--- src/rtl/flash_cmd_pkg.sv ---
package flash_cmd_pkg;
  localparam int DW = 16;

  localparam logic [7:0] CMD_ARRAY   = 8'hFF;
  localparam logic [7:0] CMD_IDENT   = 8'h90;
  localparam logic [7:0] CMD_STATUS  = 8'h70;
  localparam logic [7:0] CMD_CLEAR   = 8'h50;
  localparam logic [7:0] CMD_PROG    = 8'h40;
  localparam logic [7:0] CMD_ERASE   = 8'h20;
  localparam logic [7:0] CMD_CONFIRM = 8'hD0;

  localparam logic [DW-1:0] MFR_CODE = 16'h0089;

  typedef enum logic [1:0] {RM_ARRAY, RM_IDENT, RM_STATUS} rmode_e;
  typedef enum logic [1:0] {CS_IDLE, CS_PROG, CS_ERASE} cstate_e;
  typedef enum logic [2:0] {W_IDLE, W_PREAD, W_PWRITE, W_ERASE, W_SETTLE} wstate_e;

  function automatic logic is_cmd(input logic [7:0] b);
    return (b == CMD_ARRAY) || (b == CMD_IDENT) || (b == CMD_STATUS) ||
           (b == CMD_CLEAR) || (b == CMD_PROG) || (b == CMD_ERASE);
  endfunction
endpackage

--- src/rtl/flash_array.sv ---
module flash_array #(
  parameter int AW = 6,
  parameter int DW = 16
) (
  input  logic          clk,
  input  logic          we,
  input  logic [AW-1:0] waddr,
  input  logic [DW-1:0] wdata,
  input  logic [AW-1:0] raddr,
  output logic [DW-1:0] rdata
);
  localparam int DEPTH = 1 << AW;

  logic [DW-1:0] mem [DEPTH];

  always_ff @(posedge clk) begin
    if (we) mem[waddr] <= wdata;
    rdata <= mem[raddr];
  end
endmodule

--- src/rtl/flash_cmd_decode.sv ---
module flash_cmd_decode
  import flash_cmd_pkg::*;
#(
  parameter int AW = 6
) (
  input  logic          clk,
  input  logic          rst,
  input  logic          hold_n,
  input  logic          wr_evt,
  input  logic [AW-1:0] wr_addr,
  input  logic [DW-1:0] wr_data,
  input  logic          busy,
  output rmode_e        rd_mode,
  output logic          start_prog,
  output logic          start_erase,
  output logic [AW-1:0] op_addr,
  output logic [DW-1:0] op_data,
  output logic          clr_err,
  output logic          seq_err
);
  cstate_e    st;
  logic       busy_any;
  logic [7:0] cmd;

  assign busy_any = busy || start_prog || start_erase;
  assign cmd      = wr_data[7:0];

  always_ff @(posedge clk) begin
    if (rst || !hold_n) begin
      rd_mode     <= RM_ARRAY;
      st          <= CS_IDLE;
      start_prog  <= 1'b0;
      start_erase <= 1'b0;
      clr_err     <= 1'b0;
      seq_err     <= 1'b0;
      op_addr     <= '0;
      op_data     <= '0;
    end else begin
      start_prog  <= 1'b0;
      start_erase <= 1'b0;
      clr_err     <= 1'b0;
      seq_err     <= 1'b0;
      if (wr_evt && !busy_any) begin
        unique case (st)
          CS_IDLE: begin
            case (cmd)
              CMD_ARRAY:  rd_mode <= RM_ARRAY;
              CMD_IDENT:  rd_mode <= RM_IDENT;
              CMD_STATUS: rd_mode <= RM_STATUS;
              CMD_CLEAR:  clr_err <= 1'b1;
              CMD_PROG: begin
                st      <= CS_PROG;
                rd_mode <= RM_STATUS;
              end
              CMD_ERASE: begin
                st      <= CS_ERASE;
                rd_mode <= RM_STATUS;
              end
              default: ;
            endcase
          end
          CS_PROG: begin
            start_prog <= 1'b1;
            op_addr    <= wr_addr;
            op_data    <= wr_data;
            st         <= CS_IDLE;
          end
          CS_ERASE: begin
            if (cmd == CMD_CONFIRM) begin
              start_erase <= 1'b1;
              op_addr     <= wr_addr;
            end else begin
              seq_err <= 1'b1;
            end
            st <= CS_IDLE;
          end
          default: st <= CS_IDLE;
        endcase
      end
    end
  end

  // an unknown byte in the idle state keeps the read mode
  a_r11_unknown_ignored: assert property (@(posedge clk) disable iff (rst)
    (wr_evt && !busy_any && st == CS_IDLE && !is_cmd(cmd)) |=> $stable(rd_mode));

  // writes during a job change neither mode nor sequence state
  a_r9_busy_drops_writes: assert property (@(posedge clk) disable iff (rst)
    (wr_evt && busy) |=> ($stable(rd_mode) && $stable(st)));
endmodule

--- src/rtl/flash_wsm.sv ---
module flash_wsm
  import flash_cmd_pkg::*;
#(
  parameter int AW          = 6,
  parameter int BLK_AW      = 4,
  parameter int PROG_CYCLES = 6,
  parameter int ERASE_EXTRA = 4
) (
  input  logic          clk,
  input  logic          rst,
  input  logic          hold_n,
  input  logic          start_prog,
  input  logic          start_erase,
  input  logic [AW-1:0] op_addr,
  input  logic [DW-1:0] op_data,
  input  logic [DW-1:0] mem_rdata,
  output logic          busy,
  output logic          prog_fail,
  output logic          mem_we,
  output logic [AW-1:0] mem_waddr,
  output logic [DW-1:0] mem_wdata,
  output logic [AW-1:0] mem_raddr
);
  localparam int BLOCK_WORDS = 1 << BLK_AW;
  localparam int CW = $clog2(BLOCK_WORDS + PROG_CYCLES + ERASE_EXTRA + 1);

  wstate_e               st;
  logic [CW-1:0]         cnt;
  logic [CW-1:0]         lim_q;
  logic [AW-1:0]         addr_q;
  logic [DW-1:0]         data_q;
  logic [AW-BLK_AW-1:0]  blk_q;

  always_ff @(posedge clk) begin
    if (rst || !hold_n) begin
      st        <= W_IDLE;
      cnt       <= '0;
      lim_q     <= '0;
      prog_fail <= 1'b0;
      addr_q    <= '0;
      data_q    <= '0;
      blk_q     <= '0;
    end else begin
      prog_fail <= 1'b0;
      unique case (st)
        W_IDLE: begin
          if (start_prog) begin
            addr_q <= op_addr;
            data_q <= op_data;
            st     <= W_PREAD;
          end else if (start_erase) begin
            blk_q <= op_addr[AW-1:BLK_AW];
            cnt   <= '0;
            st    <= W_ERASE;
          end
        end
        W_PREAD: st <= W_PWRITE;
        W_PWRITE: begin
          prog_fail <= |(data_q & ~mem_rdata);
          cnt       <= '0;
          lim_q     <= CW'(PROG_CYCLES - 1);
          st        <= W_SETTLE;
        end
        W_ERASE: begin
          if (cnt == CW'(BLOCK_WORDS - 1)) begin
            cnt   <= '0;
            lim_q <= CW'(ERASE_EXTRA - 1);
            st    <= W_SETTLE;
          end else begin
            cnt <= cnt + 1'b1;
          end
        end
        W_SETTLE: begin
          if (cnt == lim_q) st <= W_IDLE;
          else cnt <= cnt + 1'b1;
        end
        default: st <= W_IDLE;
      endcase
    end
  end

  always_comb begin
    busy      = (st != W_IDLE);
    mem_raddr = addr_q;
    mem_we    = (st == W_PWRITE) || (st == W_ERASE);
    if (st == W_PWRITE) begin
      mem_waddr = addr_q;
      mem_wdata = mem_rdata & data_q;
    end else begin
      mem_waddr = {blk_q, cnt[BLK_AW-1:0]};
      mem_wdata = '1;
    end
  end

  // the engine only leaves idle because a job was requested
  a_r7_busy_needs_start: assert property (@(posedge clk) disable iff (rst)
    $rose(busy) |-> $past(start_prog || start_erase));

  // a deep reset aborts any job
  a_r12_abort_job: assert property (@(posedge clk) disable iff (rst)
    !hold_n |=> !busy);
endmodule

--- src/rtl/flash_cmd_ctrl.sv ---
module flash_cmd_ctrl
  import flash_cmd_pkg::*;
#(
  parameter int AW          = 6,
  parameter int BLK_AW      = 4,
  parameter int PROG_CYCLES = 6,
  parameter int ERASE_EXTRA = 4,
  parameter bit BOOT_AT_TOP = 1'b1
) (
  input  logic          clk,
  input  logic          rst,
  input  logic          cs_n,
  input  logic          rd_n,
  input  logic          wr_n,
  input  logic          hold_n,
  input  logic          mode8,
  input  logic          lsb_a,
  input  logic [AW-1:0] addr,
  input  logic [15:0]   dq_in,
  output logic [15:0]   dq_out,
  output logic          dq_oe
);
  localparam logic [DW-1:0] DEV_CODE = BOOT_AT_TOP ? 16'h2274 : 16'h2275;

  logic          wr_q, wr_evt, rd_act;
  rmode_e        rd_mode, s1_sel;
  logic          start_prog, start_erase, clr_err, seq_err;
  logic [AW-1:0] op_addr;
  logic [DW-1:0] op_data;
  logic          busy, prog_fail;
  logic          mem_we;
  logic [AW-1:0] mem_waddr, mem_raddr, arr_raddr;
  logic [DW-1:0] mem_wdata, mem_rdata;
  logic          prog_err, erase_err;
  logic [7:0]    status_byte;
  logic          s1_act, s1_a0, s1_lsb, s1_m8;
  logic [DW-1:0] id_word;

  assign wr_evt = !cs_n && wr_n && !wr_q && hold_n;
  assign rd_act = !cs_n && !rd_n && wr_n && hold_n;

  always_ff @(posedge clk) begin
    if (rst) wr_q <= 1'b1;
    else     wr_q <= wr_n;
  end

  flash_cmd_decode #(.AW(AW)) u_decode (
    .clk(clk), .rst(rst), .hold_n(hold_n), .wr_evt(wr_evt),
    .wr_addr(addr), .wr_data(dq_in), .busy(busy),
    .rd_mode(rd_mode), .start_prog(start_prog), .start_erase(start_erase),
    .op_addr(op_addr), .op_data(op_data), .clr_err(clr_err), .seq_err(seq_err)
  );

  flash_wsm #(
    .AW(AW), .BLK_AW(BLK_AW), .PROG_CYCLES(PROG_CYCLES), .ERASE_EXTRA(ERASE_EXTRA)
  ) u_wsm (
    .clk(clk), .rst(rst), .hold_n(hold_n),
    .start_prog(start_prog), .start_erase(start_erase),
    .op_addr(op_addr), .op_data(op_data), .mem_rdata(mem_rdata),
    .busy(busy), .prog_fail(prog_fail), .mem_we(mem_we),
    .mem_waddr(mem_waddr), .mem_wdata(mem_wdata), .mem_raddr(mem_raddr)
  );

  assign arr_raddr = busy ? mem_raddr : addr;

  flash_array #(.AW(AW), .DW(DW)) u_array (
    .clk(clk), .we(mem_we), .waddr(mem_waddr), .wdata(mem_wdata),
    .raddr(arr_raddr), .rdata(mem_rdata)
  );

  always_ff @(posedge clk) begin
    if (rst || !hold_n) begin
      prog_err  <= 1'b0;
      erase_err <= 1'b0;
    end else begin
      if (clr_err) begin
        prog_err  <= 1'b0;
        erase_err <= 1'b0;
      end
      if (prog_fail) prog_err  <= 1'b1;
      if (seq_err)   erase_err <= 1'b1;
    end
  end

  assign status_byte = {~busy, 1'b0, erase_err, prog_err, 4'b0000};
  assign id_word     = s1_a0 ? DEV_CODE : MFR_CODE;

  // stage 1: capture the request alongside the registered array read
  always_ff @(posedge clk) begin
    if (rst || !hold_n) begin
      s1_act <= 1'b0;
      s1_sel <= RM_ARRAY;
      s1_a0  <= 1'b0;
      s1_lsb <= 1'b0;
      s1_m8  <= 1'b0;
    end else begin
      s1_act <= rd_act;
      s1_sel <= busy ? RM_STATUS : rd_mode;
      s1_a0  <= addr[0];
      s1_lsb <= lsb_a;
      s1_m8  <= mode8;
    end
  end

  // stage 2: registered output
  always_ff @(posedge clk) begin
    if (rst || !hold_n) begin
      dq_oe  <= 1'b0;
      dq_out <= '0;
    end else begin
      dq_oe <= s1_act;
      case (s1_sel)
        RM_STATUS: dq_out <= {8'h00, status_byte};
        RM_IDENT:  dq_out <= s1_m8 ? {8'h00, id_word[7:0]} : id_word;
        default:   dq_out <= s1_m8 ? {8'h00, (s1_lsb ? mem_rdata[15:8] : mem_rdata[7:0])}
                                   : mem_rdata;
      endcase
    end
  end

  // deep reset silences the bus on the next edge
  a_r12_hold_quiet: assert property (@(posedge clk) disable iff (rst)
    !hold_n |=> !dq_oe);

  // a released read strobe stops driving within two edges
  a_r2_no_drive: assert property (@(posedge clk) disable iff (rst)
    rd_n |-> ##2 !dq_oe);

  // program error is sticky until cleared
  a_r10_err_sticky: assert property (@(posedge clk) disable iff (rst)
    (prog_err && !clr_err && hold_n) |=> prog_err);

  // erase-sequence error is sticky until cleared
  a_r10_eerr_sticky: assert property (@(posedge clk) disable iff (rst)
    (erase_err && !clr_err && hold_n) |=> erase_err);
endmodule

--- config.mk ---
export PLATFORM = sky130hd
export DESIGN_NAME = flash_cmd_ctrl
export DESIGN_NICKNAME = d
export VERILOG_FILES = /design/src/rtl/flash_cmd_pkg.sv /design/src/rtl/flash_array.sv /design/src/rtl/flash_cmd_decode.sv /design/src/rtl/flash_wsm.sv /design/src/rtl/flash_cmd_ctrl.sv
export SDC_FILE = /design/constraint.sdc
export NUM_CORES = 2
export LEC_CHECK = 0
export CORE_ASPECT_RATIO = 1.25
export CORE_MARGIN = 2
export CORE_UTILIZATION = 34
export DETAILED_ROUTE_END_ITERATION = 16
export PLACE_DENSITY_LB_ADDON = 0.15
export SLEW_MARGIN = 20
export SYNTH_ARGS = -nofsm -noshare
export SYNTH_HDL_FRONTEND = slang
export SYNTH_HIERARCHICAL = 1
export SYNTH_SLANG_ARGS = --single-unit
--- constraint.sdc ---
create_clock -name clk -period 3.5 [get_ports clk]
set_input_delay 0.7 -clock clk [delete_from_list [all_inputs] [get_ports clk]]
set_output_delay 0.7 -clock clk [all_outputs]
set_load 0.005 [all_outputs]
; ---- Yosys cells after proc, flatten, opt, wreduce, memory -nomap -nowiden
; Memory sizes are Yosys's and may differ from the RTL's. A register that Yosys moved wholly into a read port is not among the register bits.
; Cells that the tools add are included.
[totals]
register_bits = 94
mem_bits_rw = 1024
in_bits = 30
output_inout_bits = 17
wordCells = 138
memories = 1
[mem_list]
columns = memory, words, word_bits, rd, rd_clocked_by_memory_dff, write_ports, line_no
row1 = u_array.mem, 64, 16, 1, 1, 1, flash_array.sv:14  ; logic [DW-1:0] mem [DEPTH];
[op_classes]
add_sub_neg = 1
eq_ne = 25
muxes = 35
bitwise_logic = 9
reduce_logical = 41
[ops]
columns = cell, count
row1 = 16-bit bitwise AND, 2
row2 = 16-bit 2-to-1 mux, 2
row3 = 16-bit one-hot mux with 2 select lines, 1
row4 = 14-bit 2-to-1 mux, 2
row5 = 5-bit 2-to-1 mux, 5
row6 = 8-bit by 7-bit equality test with 1-bit output (second input constant), 3
row7 = 8-bit equality test (second input constant), 3
row8 = 5-bit one-hot mux with 4 select lines, 1
row9 = 6-bit 2-to-1 mux, 3
row10 = 16-bit inverter, 1
row11 = 16-bit OR reduction, 1
row12 = 3-bit one-hot mux with 5 select lines, 1
row13 = 3-bit 2-to-1 mux, 4
row14 = 6-bit one-hot mux with 2 select lines, 1
row15 = 3-bit AND reduction, 4
row16 = 5-bit one-hot mux with 2 select lines, 1
row17 = 1-bit 2-to-1 mux, 9
row18 = 3-bit OR reduction, 3
row19 = 8-bit by 6-bit equality test with 1-bit output (second input constant), 1
row20 = 8-bit 2-to-1 mux, 1
row21 = 2-bit AND reduction, 4
row22 = 2-bit nonzero test, 4
row23 = 1-bit logical AND, 7
row24 = 3-bit by 2-bit equality test with 1-bit output (second input constant), 2
row25 = 22 further kinds, 45

; ---- Longest topological paths before layout
[logic_depth]
ltp_word = 7
depth_mapped = 15
mapped_depth_nobuf = 8

; ---- Cells and area by module
; Netlist, hierarchy kept.
[by_module_without_submodules]
columns = module, instances, cells_per_inst, area_per_inst_um2, seq_area_each_um2
row1 = flash_array, 1, 1829, 40042.2, 31069.8
row2 = flash_wsm, 1, 251, 1825.5, 720.7
row3 = flash_cmd_decode, 1, 151, 1292.5, 600.6
row4 = flash_cmd_ctrl, 1, 98, 1018.5, 520.5

; ---- Least setup slack after synthesis
; OpenSTA, ideal clock, no wires.
[synth_path]
path_kind = reg-to-reg
startpoint = register u_wsm.st[2]
endpoint = memory u_array.mem[48][0], enable pin
setup_time_ps = 409
arrival_time_ps = 2865
required_time_ps = 3091
path_slack_ps = 226
stages_incl_launch_ff = 8
path_buffers = 1
period_less_slack_ps = 3274
cell_sequence = dfxtp_1 -> nand2b_1 -> nor2_1 -> mux2_2 -> clkbuf_1 -> nor2b_1 -> nand4b_1 -> nor3_1
[synth_between]
elab_cells_between_ends = 6
classes_between = eq/ne (2) / mux (3) / reduce/logical (1)
[synth_lines]
columns = item, line_no
row1 = from (decl), flash_wsm.sv:27  ; wstate_e st;
row2 = from (signal assigned), flash_wsm.sv:36  ; st <= W_IDLE;
row3 = from (signal assigned), flash_wsm.sv:50  ; st <= W_PREAD;
row4 = from (signal assigned), flash_wsm.sv:54  ; st <= W_ERASE;
row5 = 3-bit by 2-bit equality test with 1-bit output, flash_wsm.sv:86  ; if (st == W_PWRITE) begin
row6 = 6-bit 2-to-1 mux, flash_wsm.sv:86
row7 = net mem_waddr[3], flash_cmd_ctrl.sv:32  ; logic [AW-1:0] mem_waddr, mem_raddr, arr_raddr;
row8 = to (decl), flash_array.sv:14
; The timed path passes the listed nets, and every way through them passes these cells.

; ---- Worst setup path in the final report
[layout_path]
startpoint = register u_wsm.st[2]
endpoint = register u_array.rdata[7] (read register of u_array.mem)
[layout_between]
elab_chain_len = 2
[layout_lines]
columns = item, line_no
row1 = 3-bit nonzero test, flash_wsm.sv:83  ; busy = (st != W_IDLE);
row2 = net busy, flash_cmd_ctrl.sv:30  ; logic busy, prog_fail;
row3 = 6-bit 2-to-1 mux, flash_cmd_ctrl.sv:64  ; assign arr_raddr = busy ? mem_raddr : addr;
row4 = net arr_raddr[0], flash_cmd_ctrl.sv:32
row5 = to (decl), flash_array.sv:10  ; output logic [DW-1:0] rdata
; The timed path passes the listed nets, and every way through them passes these cells.
; A chain may end at the register's enable or synchronous reset.

==> qor.csv <==
metric,value,unit
start_kind,register,
cts_buffer_depth,3,
ctsHoldBuffers,0,
timing.critical_path.buf_inv,3,
hold_viol_final,0,
path_max_fanout,22,
num_io_pins,47,
path_clk_slew,0.06,ns
hp-class,reg2reg,
final_area,51960,um^2
synth_area_leaders,"edfxtp_1, mux4_2, dfxtp_1",
vias_per_cell,5.149,
drt-pass1-iter-count,5,
die_w,326.4,um
nFillCells,11570,
synth-seq-area-share,74.50,%
synth_cell_types,73,
yosys_most_used_dff,edfxtp_1,
wire_per_inst,27.06,um
r2r_cells,9,
period_minus_slack,3.393,ns
first_iter_violations,1936,
finClkSkew,0.02426,ns
synth_top_area_share,69.60,%
post-route-period-util,96.95,%
coreArea,128700,um^2
status,completed,
utilization,40.36,%
grt_pass1_vias,23664,
post-cts-setup-buffer-count,0,
dieArea,132900,um^2
hold_path_startpoint,s1_act$_SDFF_PP0_,
detail-route-antenna-nets,0,
worstReg2RegEnd,u_array/rdata[7]$_DFF_P_,
yosys.area.top_type,edfxtp_1,
placed_area,48210,um^2
worst-setup-path-type,reg2reg,
cts.sinks,1132,
vias,22697,
total_power,27.90,mW
placement.io_buffers,46,
fp.dieH,407.0,um
synth_area_per_cell,18.97,um^2
slew_headroom,38.87,%
p_leak,18.37,nW
ir_drop,0.3976,mV
crit_required,4.08,ns
floorplan.initialDensity,34.31,%
ctsResizeCount,1,
cts_buffers,113,
grt_max_degree,65,
critPathMaxStageDelay,0.52,ns
async_reset_ff_share,0,%
rsz0062_at_grt,no,
drc,0,
syn_nets,2364,
overflow,0,
final_nets,2634,
p_per_area,536.9,nW/um^2
r2r_start,u_wsm/st[2]$_SDFFE_PP0P_,
hold_depth,1,
yosys_warnings,6,
drv_slew,0,
syn_area,44180,um^2
cp_slowest_cell,mux4_2,
grt_usage,18.00,%
hpwlAfterDp,76820,um
wl,119300,um
drive_gt1_share,25.96,%
drv_cap,0,
antenna_found_initial,1,
clock-root-buffer,clkbuf_16,
synth_edf_count,1024,
htree_levels,3,
final-setup-viol-count,0,
r2r_slack,0.11,ns
area_growth,17.61,%
row_count,147,
cp_data_arrival_time,3.97,ns
finalWeightedCongestion,0.8028,
grt_pass1_wl,172500,um
worstPathCellList,nor3_1 > inv_1 > mux2_8 > buf_12 > buf_4 > mux4_2 > a221o_1 > nor2_1 > nor4_2,
critical_path.endpoint_type,register,
clk_latency,0.72,ns
tightest_slew,0.9169,ns
min_to,dq_oe$_SDFF_PP0_,
cts_tree,built,
ys_seq_elements,1132,
crit_family,multiplexers,
syn-instance-count,2329,
fmax,294.7,MHz
==> area by class of cell <==
class / count / area (um^2) / share of cell area, %
Clock inverter: 56 / 621.8 / 1.197
Sequential cell: 1132 / 32910 / 63.34
Inverter: 20 / 75.07 / 0.1445
Tap cell: 1713 / 2143 / 4.125
Timing Repair Buffer: 285 / 2643 / 5.086
Antenna cell: 2 / 5.005 / 0.009632
Clock buffer: 153 / 3113 / 5.991
Multi-Input combinational cell: 1047 / 10450 / 20.11
==> metal layers <==
metal	share of wire (%)	track usage [%]
met1	41	22.40
met3	4.2	2.368
met5	0	0
met2	53	32.83
met4	1.9	4.877
==> layout by cell type, fill, tap and decap left out, types with 21 or more instances in the layout <==
| cell type | netlist | routed |
|---|---|---|
| buf_4 | 14 | 208 |
| edfxtp_1 | 1024 | 1024 |
| nor2b_1 | 43 | 41 |
| dfxtp_1 | 108 | 108 |
| nor2_1 | 88 | 86 |
| clkbuf_1 | 36 | 31 |
| mux2i_1 | 90 | 90 |
| clkinv_1 | 0 | 21 |
| mux4_2 | 220 | 220 |
| buf_12 | 5 | 31 |
| mux2_2 | 39 | 36 |
| a21oi_1 | 73 | 73 |
| clkbuf_16 | 0 | 117 |
| clkdlybuf4s50_1 | 0 | 46 |
| a22oi_1 | 42 | 42 |
| nand3_1 | 32 | 32 |
| nand2_1 | 187 | 171 |
==> logic make-up (layout without fill, tap and decap cells) <==
logic type,after synthesis,in the layout,synth area share [%]
other,0,2,0
AOI/OAI and AO/OA,232,232,3.682
adders and majority gates,5,5,0.1416
buffers and inverters,150,514,2.107
muxes,353,353,14.49
xor gates and xnor gates,4,4,0.07929
and+or+nand+nor,453,453,5.007
DFF,1132,1132,74.50
==> cell usage after synthesis, types with 4 or more instances <==
cell type,count
a31oi_1,17
nor2b_1,43
nor3_1,15
o21ai_0,9
and2_1,13
buf_12,5
buf_6,18
a22o_1,6
mux2_2,39
o22ai_1,7
a41oi_1,6
mux4_1,4
a311oi_1,8
a211o_1,8
buf_1,4
a221oi_1,20
clkbuf_1,36
inv_1,20
nor2_1,88
nand4_1,18
and4_1,6
buf_2,46
edfxtp_1,1024
a211oi_1,11
mux4_2,220
a22oi_1,42
nand2b_1,11
nand3_1,32
a21oi_1,73
nand2_1,187
ha_1,5
xnor2_1,4
dfxtp_1,108
a221o_1,12
buf_4,14
mux2i_1,90
nand3b_1,5
==> where the power goes <==
group | internal (mW) | total [mW] | switching [mW]
sequential | 14.5 | 14.6 | 0.0638
clock | 7.11 | 12.2 | 5.13
combinational | 0.489 | 1.05 | 0.556
total | 22.1 | 27.9 | 5.75
==> worst register-to-register path, delay by kind of cell (launching register included) <==
kind / cells / cell delay (ns)
compound gates: 1 / 0.39
buf+inv: 3 / 0.66
flops: 1 / 0.31
mux: 2 / 0.97
simple gates: 3 / 0.93
==> how the worst max path moves through the flow <==
stage,slack [ns],cells past startpoint,from,endpoint
3_3_place_gp,-0.37,9,addr[0],u_array/rdata[3]$_DFF_P_
4_1_cts,0.01,11,u_wsm/st[2]$_SDFFE_PP0P_,u_array/rdata[8]$_DFF_P_
6_report,0.11,9,u_wsm/st[2]$_SDFFE_PP0P_,u_array/rdata[7]$_DFF_P_
3_5_place_dp,-0.34,9,addr[0],u_array/rdata[3]$_DFF_P_
2_1_floorplan,0.23,7,u_wsm/st[2]$_SDFFE_PP0P_,u_array/mem[48][0]$_DFFE_PP_
5_1_grt,0.0001,12,u_wsm/st[1]$_SDFFE_PP0P_,u_array/rdata[14]$_DFF_P_
==> sequential cells by signal, indices dropped and copies added, names as in the netlist, 2 cells and up <==
register and flops:
u_decode/op_addr 6, u_array/rdata 16, u_wsm/mem_raddr 6, u_wsm/st 3
u_array/mem 1024, u_decode/st 2, s1_sel 2, u_wsm/cnt 5
u_decode/op_data 16, u_wsm/blk_q 2, u_wsm/data_q 16, dq_out 16
u_wsm/lim_q 3, u_decode/rd_mode 2
==> metrics by stage <==
stage / hold WS, ns / setup TNS, ns / cells / setup WS (ns)
floorplan: 0.4057 / 0 / 2329 / 0.2259
global placement: 0.4225 / -3.021 / 4197 / -0.3686
detailed placement: 0.4414 / -3.059 / 4197 / -0.3417
CTS: 0.4343 / 0 / 4406 / 0.009535
global route: 0.4417 / 0 / 4406 / 0.0001363
finish: 0.4322 / 0 / 4408 / 0.1069
Note: power is estimated with default switching activity, not from simulation.
